--- config.mk ---
export PLATFORM = sky130hd
export DESIGN_NAME = nand_ecc_core
export DESIGN_NICKNAME = d
export VERILOG_FILES = /design/src/rtl/nand_ecc_pkg.sv /design/src/rtl/nand_ecc_accum.sv /design/src/rtl/nand_ecc_eval.sv /design/src/rtl/nand_ecc_core.sv
export SDC_FILE = /design/constraint.sdc
export NUM_CORES = 1
export LEC_CHECK = 0
export ABC_CLOCK_PERIOD_IN_PS = 5600
export BUFFER_PORTS_ARGS = -buffer_cell sky130_fd_sc_hd__buf_2
export CAP_MARGIN = 15
export CORE_ASPECT_RATIO = 1.2
export CORE_MARGIN = 2
export CORE_UTILIZATION = 60
export DETAILED_ROUTE_END_ITERATION = 6
export PLACE_DENSITY = 0.81
export SLEW_MARGIN = 0
export SYNTH_ARGS = -nofsm -noshare
export SYNTH_HDL_FRONTEND = slang
export SYNTH_SLANG_ARGS = --single-unit
--- constraint.sdc ---
create_clock -name clk -period 5.6 [get_ports clk]
set_input_delay 0.28 -clock clk [delete_from_list [all_inputs] [get_ports clk]]
set_output_delay 0.28 -clock clk [all_outputs]
set_load 0.05 [all_outputs]
--- src/rtl/nand_ecc_pkg.sv ---
package nand_ecc_pkg;

    typedef enum logic [1:0] {
        ST_CLEAN     = 2'd0,
        ST_FIXED     = 2'd1,
        ST_CODE_ONLY = 2'd2,
        ST_BAD       = 2'd3
    } ecc_status_e;

    typedef enum logic [2:0] {
        PH_IDLE   = 3'd0,
        PH_DATA   = 3'd1,
        PH_CODE   = 3'd2,
        PH_EMIT   = 3'd3,
        PH_RESULT = 3'd4
    } phase_e;

endpackage

--- src/rtl/nand_ecc_accum.sv ---
// Running parity pairs: for every address bit of a data bit, one parity over
// the bits where that address bit is set and one over the bits where it is clear.
module nand_ecc_accum #(
    parameter int ADDR_W = 9,
    parameter int RAW_W  = 32
) (
    input  logic              clk,
    input  logic              rst_n,
    input  logic              clear,
    input  logic              en,
    input  logic [ADDR_W-1:0] byte_addr,
    input  logic [7:0]        byte_in,
    output logic [RAW_W-1:0]  raw
);
    localparam int HALF     = ADDR_W + 3;
    localparam int HIGH_POS = RAW_W / 2;

    typedef struct packed {
        logic [HALF-1:0] set_par;
        logic [HALF-1:0] clr_par;
    } par_t;

    par_t par_d, par_q;
    logic [2:0] col_set, col_clr;
    logic       row_par;

    // Column parities: bit-number bit k set / clear inside one byte.
    always_comb begin
        row_par = ^byte_in;
        for (int k = 0; k < 3; k++) begin
            col_set[k] = 1'b0;
            col_clr[k] = 1'b0;
            for (int b = 0; b < 8; b++) begin
                if (((b >> k) & 1) == 1) col_set[k] = col_set[k] ^ byte_in[b];
                else                     col_clr[k] = col_clr[k] ^ byte_in[b];
            end
        end
    end

    always_comb begin
        par_d = par_q;
        if (clear) begin
            par_d = '0;
        end else if (en) begin
            par_d.set_par = par_q.set_par ^ {byte_addr & {ADDR_W{row_par}}, col_set};
            par_d.clr_par = par_q.clr_par ^ {~byte_addr & {ADDR_W{row_par}}, col_clr};
        end
    end

    always_ff @(posedge clk) begin
        if (!rst_n) par_q <= '0;
        else        par_q <= par_d;
    end

    // Raw word: clear-parities low, set-parities from the middle up, rest zero.
    always_comb begin
        raw = '0;
        raw[HALF-1:0]         = par_q.clr_par;
        raw[HIGH_POS +: HALF] = par_q.set_par;
    end

endmodule

--- src/rtl/nand_ecc_eval.sv ---
// Syndrome decode of computed versus stored code.
module nand_ecc_eval
    import nand_ecc_pkg::*;
#(
    parameter int ADDR_W       = 9,
    parameter int SECTOR_BYTES = 512
) (
    input  logic [2*(ADDR_W+3)-1:0] computed,
    input  logic [2*(ADDR_W+3)-1:0] stored,
    output ecc_status_e             status,
    output logic [ADDR_W-1:0]       offset,
    output logic [7:0]              mask
);
    localparam int HALF   = ADDR_W + 3;
    localparam int CODE_W = 2 * HALF;
    localparam logic [ADDR_W:0] LIMIT = (ADDR_W+1)'(SECTOR_BYTES);

    logic [CODE_W-1:0] diff;
    logic [HALF-1:0]   lo, hi;

    always_comb begin
        diff   = computed ^ stored;
        lo     = diff[HALF-1:0];
        hi     = diff[CODE_W-1:HALF];
        status = ST_CLEAN;
        offset = '0;
        mask   = '0;
        if (diff != '0) begin
            if ((lo ^ hi) == {HALF{1'b1}}) begin
                if ({1'b0, hi[HALF-1:3]} < LIMIT) begin
                    status = ST_FIXED;
                    offset = hi[HALF-1:3];
                    mask   = 8'd1 << hi[2:0];
                end else begin
                    status = ST_BAD;
                end
            end else if ($onehot(diff)) begin
                status = ST_CODE_ONLY;
            end else begin
                status = ST_BAD;
            end
        end
    end

endmodule

--- src/rtl/nand_ecc_core.sv ---
module nand_ecc_core
    import nand_ecc_pkg::*;
#(
    parameter int SECTOR_BYTES = 512
) (
    input  logic                            clk,
    input  logic                            rst_n,
    input  logic                            start,
    input  logic                            check_mode,
    input  logic                            in_valid,
    output logic                            in_ready,
    input  logic [7:0]                      in_data,
    output logic                            out_valid,
    output logic [7:0]                      out_byte,
    output logic                            res_valid,
    output logic [1:0]                      res_status,
    output logic [$clog2(SECTOR_BYTES)-1:0] res_offset,
    output logic [7:0]                      res_mask
);
    localparam int ADDR_W     = $clog2(SECTOR_BYTES);
    localparam int HALF       = ADDR_W + 3;
    localparam int CODE_W     = 2 * HALF;
    localparam int CODE_BYTES = CODE_W / 8;
    localparam int RAW_W      = 32;
    localparam int HIGH_POS   = RAW_W / 2;
    localparam logic [ADDR_W-1:0] LAST_BYTE = ADDR_W'(SECTOR_BYTES - 1);
    localparam logic [1:0]        LAST_CODE = 2'(CODE_BYTES - 1);

    typedef struct packed {
        phase_e            ph;
        logic              chk;
        logic [ADDR_W-1:0] cnt;
        logic [1:0]        idx;
        logic [CODE_W-1:0] stored;
    } ctl_t;

    ctl_t              ctl_d, ctl_q;
    logic              take;
    logic [RAW_W-1:0]  raw;
    logic [CODE_W-1:0] code;
    ecc_status_e       ev_status;
    logic [ADDR_W-1:0] ev_offset;
    logic [7:0]        ev_mask;

    assign in_ready = (ctl_q.ph == PH_DATA) || (ctl_q.ph == PH_CODE);
    assign take     = in_valid && in_ready && !start;

    always_comb begin
        ctl_d = ctl_q;
        if (start) begin
            ctl_d.ph     = PH_DATA;
            ctl_d.chk    = check_mode;
            ctl_d.cnt    = '0;
            ctl_d.idx    = '0;
            ctl_d.stored = '0;
        end else begin
            case (ctl_q.ph)
                PH_DATA: if (take) begin
                    ctl_d.cnt = ctl_q.cnt + 1'b1;
                    if (ctl_q.cnt == LAST_BYTE) begin
                        ctl_d.ph  = ctl_q.chk ? PH_CODE : PH_EMIT;
                        ctl_d.idx = '0;
                    end
                end
                PH_CODE: if (take) begin
                    ctl_d.stored[8*ctl_q.idx +: 8] = in_data;
                    ctl_d.idx = ctl_q.idx + 2'd1;
                    if (ctl_q.idx == LAST_CODE) ctl_d.ph = PH_RESULT;
                end
                PH_EMIT: begin
                    ctl_d.idx = ctl_q.idx + 2'd1;
                    if (ctl_q.idx == LAST_CODE) ctl_d.ph = PH_IDLE;
                end
                default: ctl_d.ph = PH_IDLE;
            endcase
        end
    end

    always_ff @(posedge clk) begin
        if (!rst_n) begin
            ctl_q     <= '0;
            ctl_q.ph  <= PH_IDLE;
        end else begin
            ctl_q     <= ctl_d;
        end
    end

    nand_ecc_accum #(
        .ADDR_W (ADDR_W),
        .RAW_W  (RAW_W)
    ) u_accum (
        .clk       (clk),
        .rst_n     (rst_n),
        .clear     (start),
        .en        (take && (ctl_q.ph == PH_DATA)),
        .byte_addr (ctl_q.cnt),
        .byte_in   (in_data),
        .raw       (raw)
    );

    // Squeeze out the reserved gaps of the raw word, then invert.
    assign code = ~{raw[HIGH_POS +: HALF], raw[HALF-1:0]};

    nand_ecc_eval #(
        .ADDR_W       (ADDR_W),
        .SECTOR_BYTES (SECTOR_BYTES)
    ) u_eval (
        .computed (code),
        .stored   (ctl_q.stored),
        .status   (ev_status),
        .offset   (ev_offset),
        .mask     (ev_mask)
    );

    assign out_valid  = (ctl_q.ph == PH_EMIT);
    assign out_byte   = out_valid ? code[8*ctl_q.idx +: 8] : 8'h00;
    assign res_valid  = (ctl_q.ph == PH_RESULT);
    assign res_status = res_valid ? ev_status : ST_CLEAN;
    assign res_offset = res_valid ? ev_offset : '0;
    assign res_mask   = res_valid ? ev_mask   : '0;

endmodule

== Word level (Yosys, flattened, before mapping) ==
Index checks and enable logic that the tools add are counted.

* Register bits: 63
* Word-level logic and storage cells: 120

* Add/sub/neg operators: 26
* Eq/ne operators: 18
* Shift-type cells: 4
* Multiplexer cells: 24
* Bitwise gates (word level): 26
* Reduce and logical (&&, ||, !) cells: 14

{| class="wikitable"
|+ Operators by type and width
! operator !! count
|-
| $add 5x5->5 || 11
|-
| $xor 12x12->12 || 3
|-
| $neg 5->34 || 1
|-
| $shift 8x34->24 const A || 1
|-
| $shiftx 8x34->24 || 1
|-
| $mux 8 || 4
|-
| $mux 9 || 3
|-
| $mux 26 || 1
|-
| $add 1x1->2 || 12
|-
| $bwmux 24 || 1
|-
| $not 24->24 || 1
|-
| $reduce_bool 24->1 || 1
|-
| $shiftx 24x6->8 || 1
|-
| $xor 24x24->24 || 1
|-
| $and 9x9->9 || 2
|-
| $xor 1x1->1 || 17
|-
| $mux 3 || 5
|-
| $eq 12x12->1 const B || 1
|-
| $mux 2 || 5
|-
| $reduce_and 5->1 || 2
|-
| $add 9x1->9 const B || 1
|-
| $eq 9x9->1 const B || 1
|-
| $ne 3x2->1 const B || 3
|-
| $not 9->9 || 1
|-
| other kinds (22) || 32
|}

== Depth between registers and ports, before layout ==
Gate-level depths: netlist of run 1.

* Depth in word-level cells: 12
* Depth in mapped cells: 17
* Mapped depth without buffers: 17

== By module ==
From an unflattened synthesis of run 1, not the netlist that was laid out.

* Cell total of the unflattened synthesis: 558
* Area, all modules: 4869.7 um^2

{| class="wikitable"
|+ By module, submodules not included
! module !! instances !! cells each !! area an instance (um^2) !! seq. area each (um^2)
|-
| nand_ecc_core || 1 || 259 || 2193.4 || 780.7
|-
| nand_ecc_eval || 1 || 158 || 1426.4 || 0.0
|-
| nand_ecc_accum || 1 || 141 || 1249.9 || 480.5
|}

== Least setup slack after synthesis of run 1 ==
OpenSTA, ideal clock, no wires.

* Path type: flip-flop to output port
* From: register u_accum.par_q (netlist bit u_accum.raw[16])
* To: output port res_status[0]
* Arrival time: 5.160 ns
* Data required time: 5.320 ns
* Slack: 0.160 ns
* Cell stages (with the launch flop): 16
* Path buffers: 0
* Cell sequence: dfxtp_1 > xor2_1 > inv_1 > ha_1 > fa_1 > inv_1 > fa_1 > fa_1 > fa_1 > inv_1 > fa_1 > ha_1 > fa_1 > xor2_1 > nor4b_1 > a31oi_1

* Word-level cells in the longest chain between the ends: 12
* Elaborated cells between the ends (all ways): 15
* Classes of those cells: add/sub (5); eq/ne (2); mux (4); bitwise (3); reduce/logical (1)

{| class="wikitable"
|+ RTL lines
! element !! RTL line !! text
|-
| from (decl) || nand_ecc_accum.sv:23 || <nowiki>par_t par_d, par_q;</nowiki>
|-
| from (signal assigned) || nand_ecc_accum.sv:52 || <nowiki>else par_q <= par_d;</nowiki>
|-
| $not 24->24 * || nand_ecc_core.sv:102 || <nowiki>assign code = ~{raw[HIGH_POS +: HALF], raw[HALF-1:0]};</nowiki>
|-
| $xor 24x24->24 * || nand_ecc_eval.sv:22 || <nowiki>diff = computed ^ stored;</nowiki>
|-
| $add 1x1->2 (not written as such) || nand_ecc_eval.sv:37 || <nowiki>end else if ($onehot(diff)) begin</nowiki>
|-
| $add 5x5->5 (not written as such) (4 in a row) || nand_ecc_eval.sv:37 ||
|-
| $eq 5x1->1 || nand_ecc_eval.sv:37 ||
|-
| $mux 1 || nand_ecc_eval.sv:37 ||
|-
| $mux 2 || nand_ecc_eval.sv:29 || <nowiki>if ((lo ^ hi) == {HALF{1'b1}}) begin</nowiki>
|-
| $mux 2 * || nand_ecc_eval.sv:28 || <nowiki>if (diff != '0) begin</nowiki>
|-
| $mux 2 * || nand_ecc_core.sv:118 || <nowiki>assign res_status = res_valid ? ev_status : ST_CLEAN;</nowiki>
|-
| to (decl) || nand_ecc_core.sv:16 || <nowiki>output logic [1:0] res_status,</nowiki>
|}

Mark *: on every way between the ends. The rest lies on a longest branch, timed or not.

== Final worst setup path of run 1 ==
Same ends and word-level chain as after synthesis.

==> metrics, run 1 <==
status completed; gr ovfl total 0; CP Capture Type output port; Final min period 5430 ps; gr usage total 29.8%; Post-Synthesis Net Count 622; Rows 34; synthesized cell area 0.00452 mm²; Ys Warns 0; Finish-stage setup viols 0; Worst-Margin Slew 1020 ps; routing usage on met2 52.1%; Synth cell types 37; placed inst area 0.00481 mm²; initial core utilization 62.1%; Pre-antenna DRT Iters 7; antenna violations before repair 0; Setup Skew 5.61 ps; Startpoint Class flop; Sum Neg Setup Slack 0 ps; Detailed Route WL 12.2 mm; power per cell area 226 mW/mm²; Req. time, crit path 5320 ps; maxcap violations 0; crit-path most repeated cell fa_1; Synth top area share 27.9%; CTS tree yes; vias in the first global route 3930; slowest CP cell fa_1; M1 GR Usage 34.7%; WL/cell 17.7 µm; crit path cell chain xor2_2 > buf_4 > ha_1 > fa_1 > fa_1 > fa_1 > fa_1 > inv_1 > fa_1 > ha_2 > fa_2 > xor2_1 > nor4b_2 > a31oi_1 > buf_4; clk sinks 63; die area 0.00825 mm²; Iteration-0 DRC Markers 317; RePlAce Congestion 0.961; finished layout cell area 0.00531 mm²; RSZ-0062 raised after global routing false; nets@finish 666; share of cells above drive strength 1 20.0%; worst slack at placement 220 ps; Vias per Instance 5.98; M3 GR Usage 4.52%; synth top area cells dfxtp_1, ha_1, xnor2_1, fa_1, a21oi_1; global-route wire length before repair 19.1 mm; Slew Limit Fails 0; Die X 83.2 µm; Die Y 99.1 µm; Max clock buf depth 2; Max Fclk 184 MHz; fin worst setup slack 169 ps; Hold/Removal Path Class input port to flop; Lkg Pwr 2.28 nW; Clock Latency Late Sink 350 ps; H-tree Lvls 3; Clock Tree Root clkbuf_8; Post-Syn Instances 551; ANT cells 0; worst vdd ir 0.000280 V; # hold bufs at CTS 0; Reg clk slew, reported paths 70 ps; Worst EP arrival 5150 ps; Setup CP Type flop to output port; gr busiest metal met2; fill count 556; post-synth top area cell dfxtp_1; CP peak stage delay 580 ps; Synth Area per Inst 8.20 µm²; DRC errors left 0; Critical Path Fanout Max 3; I/O Buffers 42; largest net degree at the start of global routing 60; sequential share of the synthesized area 27.9%; post-DP HPWL 9.02 mm; area delta synth->final 17.6%; crit share post-route 97.0%; Slew headroom 32.0%; Ports 43; via count 4117; Post-DRT Antenna Nets 0; synthesized flop and latch total 63; cts bufs inserted 9; final hold vios 0; area of the core 0.00727 mm²
==> through the flow <==
step | utilization (%) | cells | total power (W) | hold slack [ps]
CTS | 70.2 | 681 | 0.00119 | 197
floorplan | - | 551 | 0.000662 | 408
detailed placement | 66.1 | 666 | 0.000730 | 456
global route | 73.0 | 689 | 0.00126 | 229
finish | 73.0 | 689 | 0.00120 | 197
global placement | 66.1 | 666 | 0.000716 | 452
==> Yosys cell counts (all sizes together) <==
library cell and count:
clkinv 1, o21ai 13, nand3b 1, fa 19
buf 5, nor3b 4, nand3 25, a2bb2oi 2
and3 9, mux2i 9, a21o 1, nand2b 4
and2 3, o211ai 8, a211oi 1, dfxtp 63
o221a 1, nand4 9, xnor2 46, a21oi 57
nor4b 1, nor3 3, or4 18, xor2 13
inv 55, nor4 1, nand2 57, o31ai 10
nor2b 4, a31oi 1, nor2 38, ha 39
clkbuf 18, a21boi 1, or3 11
==> where the power goes <==
group          switching [W]  internal [W]  leakage, nW
sequential        0.00000634      0.000450        0.518
combinational       0.000167      0.000113         1.64
clock               0.000179      0.000284        0.118
total               0.000352      0.000847         2.28
==> cell type report <==
cell class	count	area (µm²)	share of cell area, %
clock buffer	12	165	3.11
sequential	63	1290	24.3
tap	90	113	2.12
inverter	56	210	3.96
timing repair buffer	56	318	5.98
multi-input combinational	409	3150	59.3
clock inverter	3	65.1	1.22
==> routing by layer <==
metal	vias up	wire (µm)
met3	47	755
met2	176	6220
li1	1950	-
met5	-	0
met1	1944	4620
met4	0	614
==> worst max-delay path: cells and delay by family (launching register included) <==
kind,cells,cell delay [ps]
XOR/XNOR,2,330
buffers and inverters,3,410
AO/OA/AOI/OAI,1,120
AND/OR/NAND/NOR,1,310
adder cells (fa/ha/maj),8,3270
flip-flops,1,350
==> cells by family (layout without fill, tap and decap cells) <==
group | Yosys count | in the layout | synth area share (%)
adder cells (fa/ha/maj) | 58 | 58 | 19.2
XOR/XNOR | 59 | 59 | 11.4
AO/OA/AOI/OAI | 95 | 95 | 12.0
AND/OR/NAND/NOR | 188 | 188 | 20.8
buffers and inverters | 79 | 127 | 6.64
multiplexers | 9 | 9 | 1.99
flip-flops | 63 | 63 | 27.9
==> path summary, 6_finish.rpt <==
check / startpoint / endpoint / slack (ps) / cells past startpoint
setup reg to reg: ctl_q[24]$_SDFFE_PP0P_ / flop / 2730 / 5
hold reg to reg: flop / flop / 460 / 2
setup / recovery: u_accum.raw[16]$_SDFFE_PP0P_ / res_status[0] / 170 / 15
hold / removal: check_mode / ctl_q[35]$_SDFFE_PN0P_ / 200 / 3
==> what timing repair did <==
action / 4_1_cts / 5_1_grt
setup buffers: 0 / 8
pin swaps: 1 / 18
endpoints found under the setup margin: 1 / 1
resized for setup: 11 / 42
endpoints found under the hold margin: 0 / 0
==> layout by cell type (no fill, tap or decap), types with 15 or more instances in the layout <==
cell type,n
nand2_1,57
a21oi_1,57
inv_1,52
dfxtp_1,45
buf_2,41
nor2_1,38
ha_1,36
xnor2_1,35
nand3_1,25
or4_1,18
fa_1,16
buf_4,15
Note: power is estimated with default switching activity, not from simulation.
==> inputs of run 2 (changes only) <==
- MAX_ROUTING_LAYER: not set -> met4
- PLACE_DENSITY: 0.81 -> 0.79
- SKIP_CTS_REPAIR_TIMING: not set -> 1
==> metrics, run 2 (synthesis gave the netlist of run 1 again) <==
initial core utilization 62.1%; status completed; Req. time, crit path 5320 ps; final hold vios 0; area of the core 0.00727 mm²; Clock Tree Root clkbuf_8; Hold/Removal Path Class input port to flop; H-tree Lvls 3; Startpoint Class flop; Die Y 99.1 µm; Layout Utilization 73.4%; CP peak stage delay 570 ps; share of cells above drive strength 1 21.7%; antenna violations before repair 0; DRC errors left 0; Reg clk slew, reported paths 70 ps; Final min period 5440 ps; gr usage total 31.0%; ANT cells 0; Max Fclk 184 MHz; fill count 538; CP Capture Type output port; power per cell area 209 mW/mm²; maxcap violations 0; Finish-stage setup viols 0; Die X 83.2 µm; Pre-antenna DRT Iters 5; CTS tree yes; Slew headroom 22.4%; Vias per Instance 6.01; post-DP HPWL 9.14 mm; Clock Latency Late Sink 350 ps; slowest CP cell fa_1; WL/cell 18.2 µm; Max clock buf depth 2; largest net degree at the start of global routing 60; Setup Skew 6.40 ps; Worst-Margin Slew 1160 ps; HP Start check_mode; crit-path leading delay family adder cells; via count 4142; nets@finish 668; finished layout cell area 0.00534 mm²; Post-DRT Antenna Nets 0; fin worst setup slack 160 ps; clk sinks 63; WP buf/inv 4; Ports 43; cts bufs inserted 9; commonest non-fill, non-tap cells in the layout nand2_1, a21oi_1, inv_1, buf_2, dfxtp_1; crit share post-route 97.1%; Setup CP Type flop to output port; Critical Path Fanout Max 3; Lkg Pwr 2.26 nW; global-route wire length before repair 19.4 mm; worst slack at placement 206 ps; placed inst area 0.00479 mm²; crit path cell chain xnor2_4 > inv_1 > ha_1 > inv_1 > fa_2 > fa_1 > fa_1 > fa_1 > inv_1 > fa_1 > ha_2 > fa_2 > xor2_1 > nor4b_2 > a31oi_1 > buf_4; Slew Limit Fails 0; Iteration-0 DRC Markers 296; worst vdd ir 0.000250 V; RePlAce Congestion 0.956; Worst EP arrival 5160 ps; worst reg2reg startpoint ctl_q[24]$_SDFFE_PP0P_; Detailed Route WL 12.5 mm; vias in the first global route 3970; die area 0.00825 mm²; crit-path most repeated cell fa_1; area delta synth->final 18.1%; I/O Buffers 42; gr ovfl total 0; total power 0.00111 W; Rows 34
run 2: cell types whose count changed in the layout (fill, tap and decap cells not counted), sizes merged:
cell      before  now
clkinvlp       0    2
bufinv         2    1
buf           56   58
clkbuf        12    9
run 2: worst register-to-register path, cell delays in order, from the launching register on:
cell and delay [ps]:
dfxtp_1 780, inv_1 270, ha_1 410, nor3b_1 940
nand3_1 220, a21oi_1 210
run 2: final cells by class:
type / instances / area, µm² / area share (%)
Multi-Input combinational cell: 409 / 3180 / 59.6
Sequential cell: 63 / 1310 / 24.6
Timing Repair Buffer: 58 / 345 / 6.47
Inverter: 56 / 210 / 3.94
Clock buffer: 9 / 124 / 2.32
Tap cell: 90 / 113 / 2.11
Clock inverter: 4 / 50.0 / 0.938
run 2: power breakdown:
| part | switching [W] | internal (W) | total (W) |
|---|---|---|---|
| Sequential | 0.00000626 | 0.000448 | 0.000454 |
| Combinational | 0.000171 | 0.000115 | 0.000286 |
| Clock | 0.000176 | 0.000197 | 0.000373 |
| Total | 0.000354 | 0.000760 | 0.00111 |
run 2: per-stage QoR:
stage,setup TNS [ps],hold WS [ps],cells
2_1_floorplan,0,408,551
3_3_place_gp,0,451,664
3_5_place_dp,0,457,664
4_1_cts,-171,201,677
5_1_grt,-5.76,226,689
6_report,0,202,689
run 2: worst paths after layout:
kind	endpoint	slack [ps]	depth (start not counted)
setup / recovery	res_status[0]	160	16
hold / removal	ctl_q[35]$_SDFFE_PN0P_	200	3
setup reg to reg	flop	2690	5
hold reg to reg	flop	470	2
run 2: routing by layer:
metal | up-vias | part of all wire (%) | global-route usage [%]
met3 | 55 | 5.5 | 3.10
met5 | - | 0 | -
li1 | 1941 | - | -
met2 | 158 | 50 | 52.5
met4 | 0 | 6.2 | 19.3
met1 | 1988 | 38 | 35.2
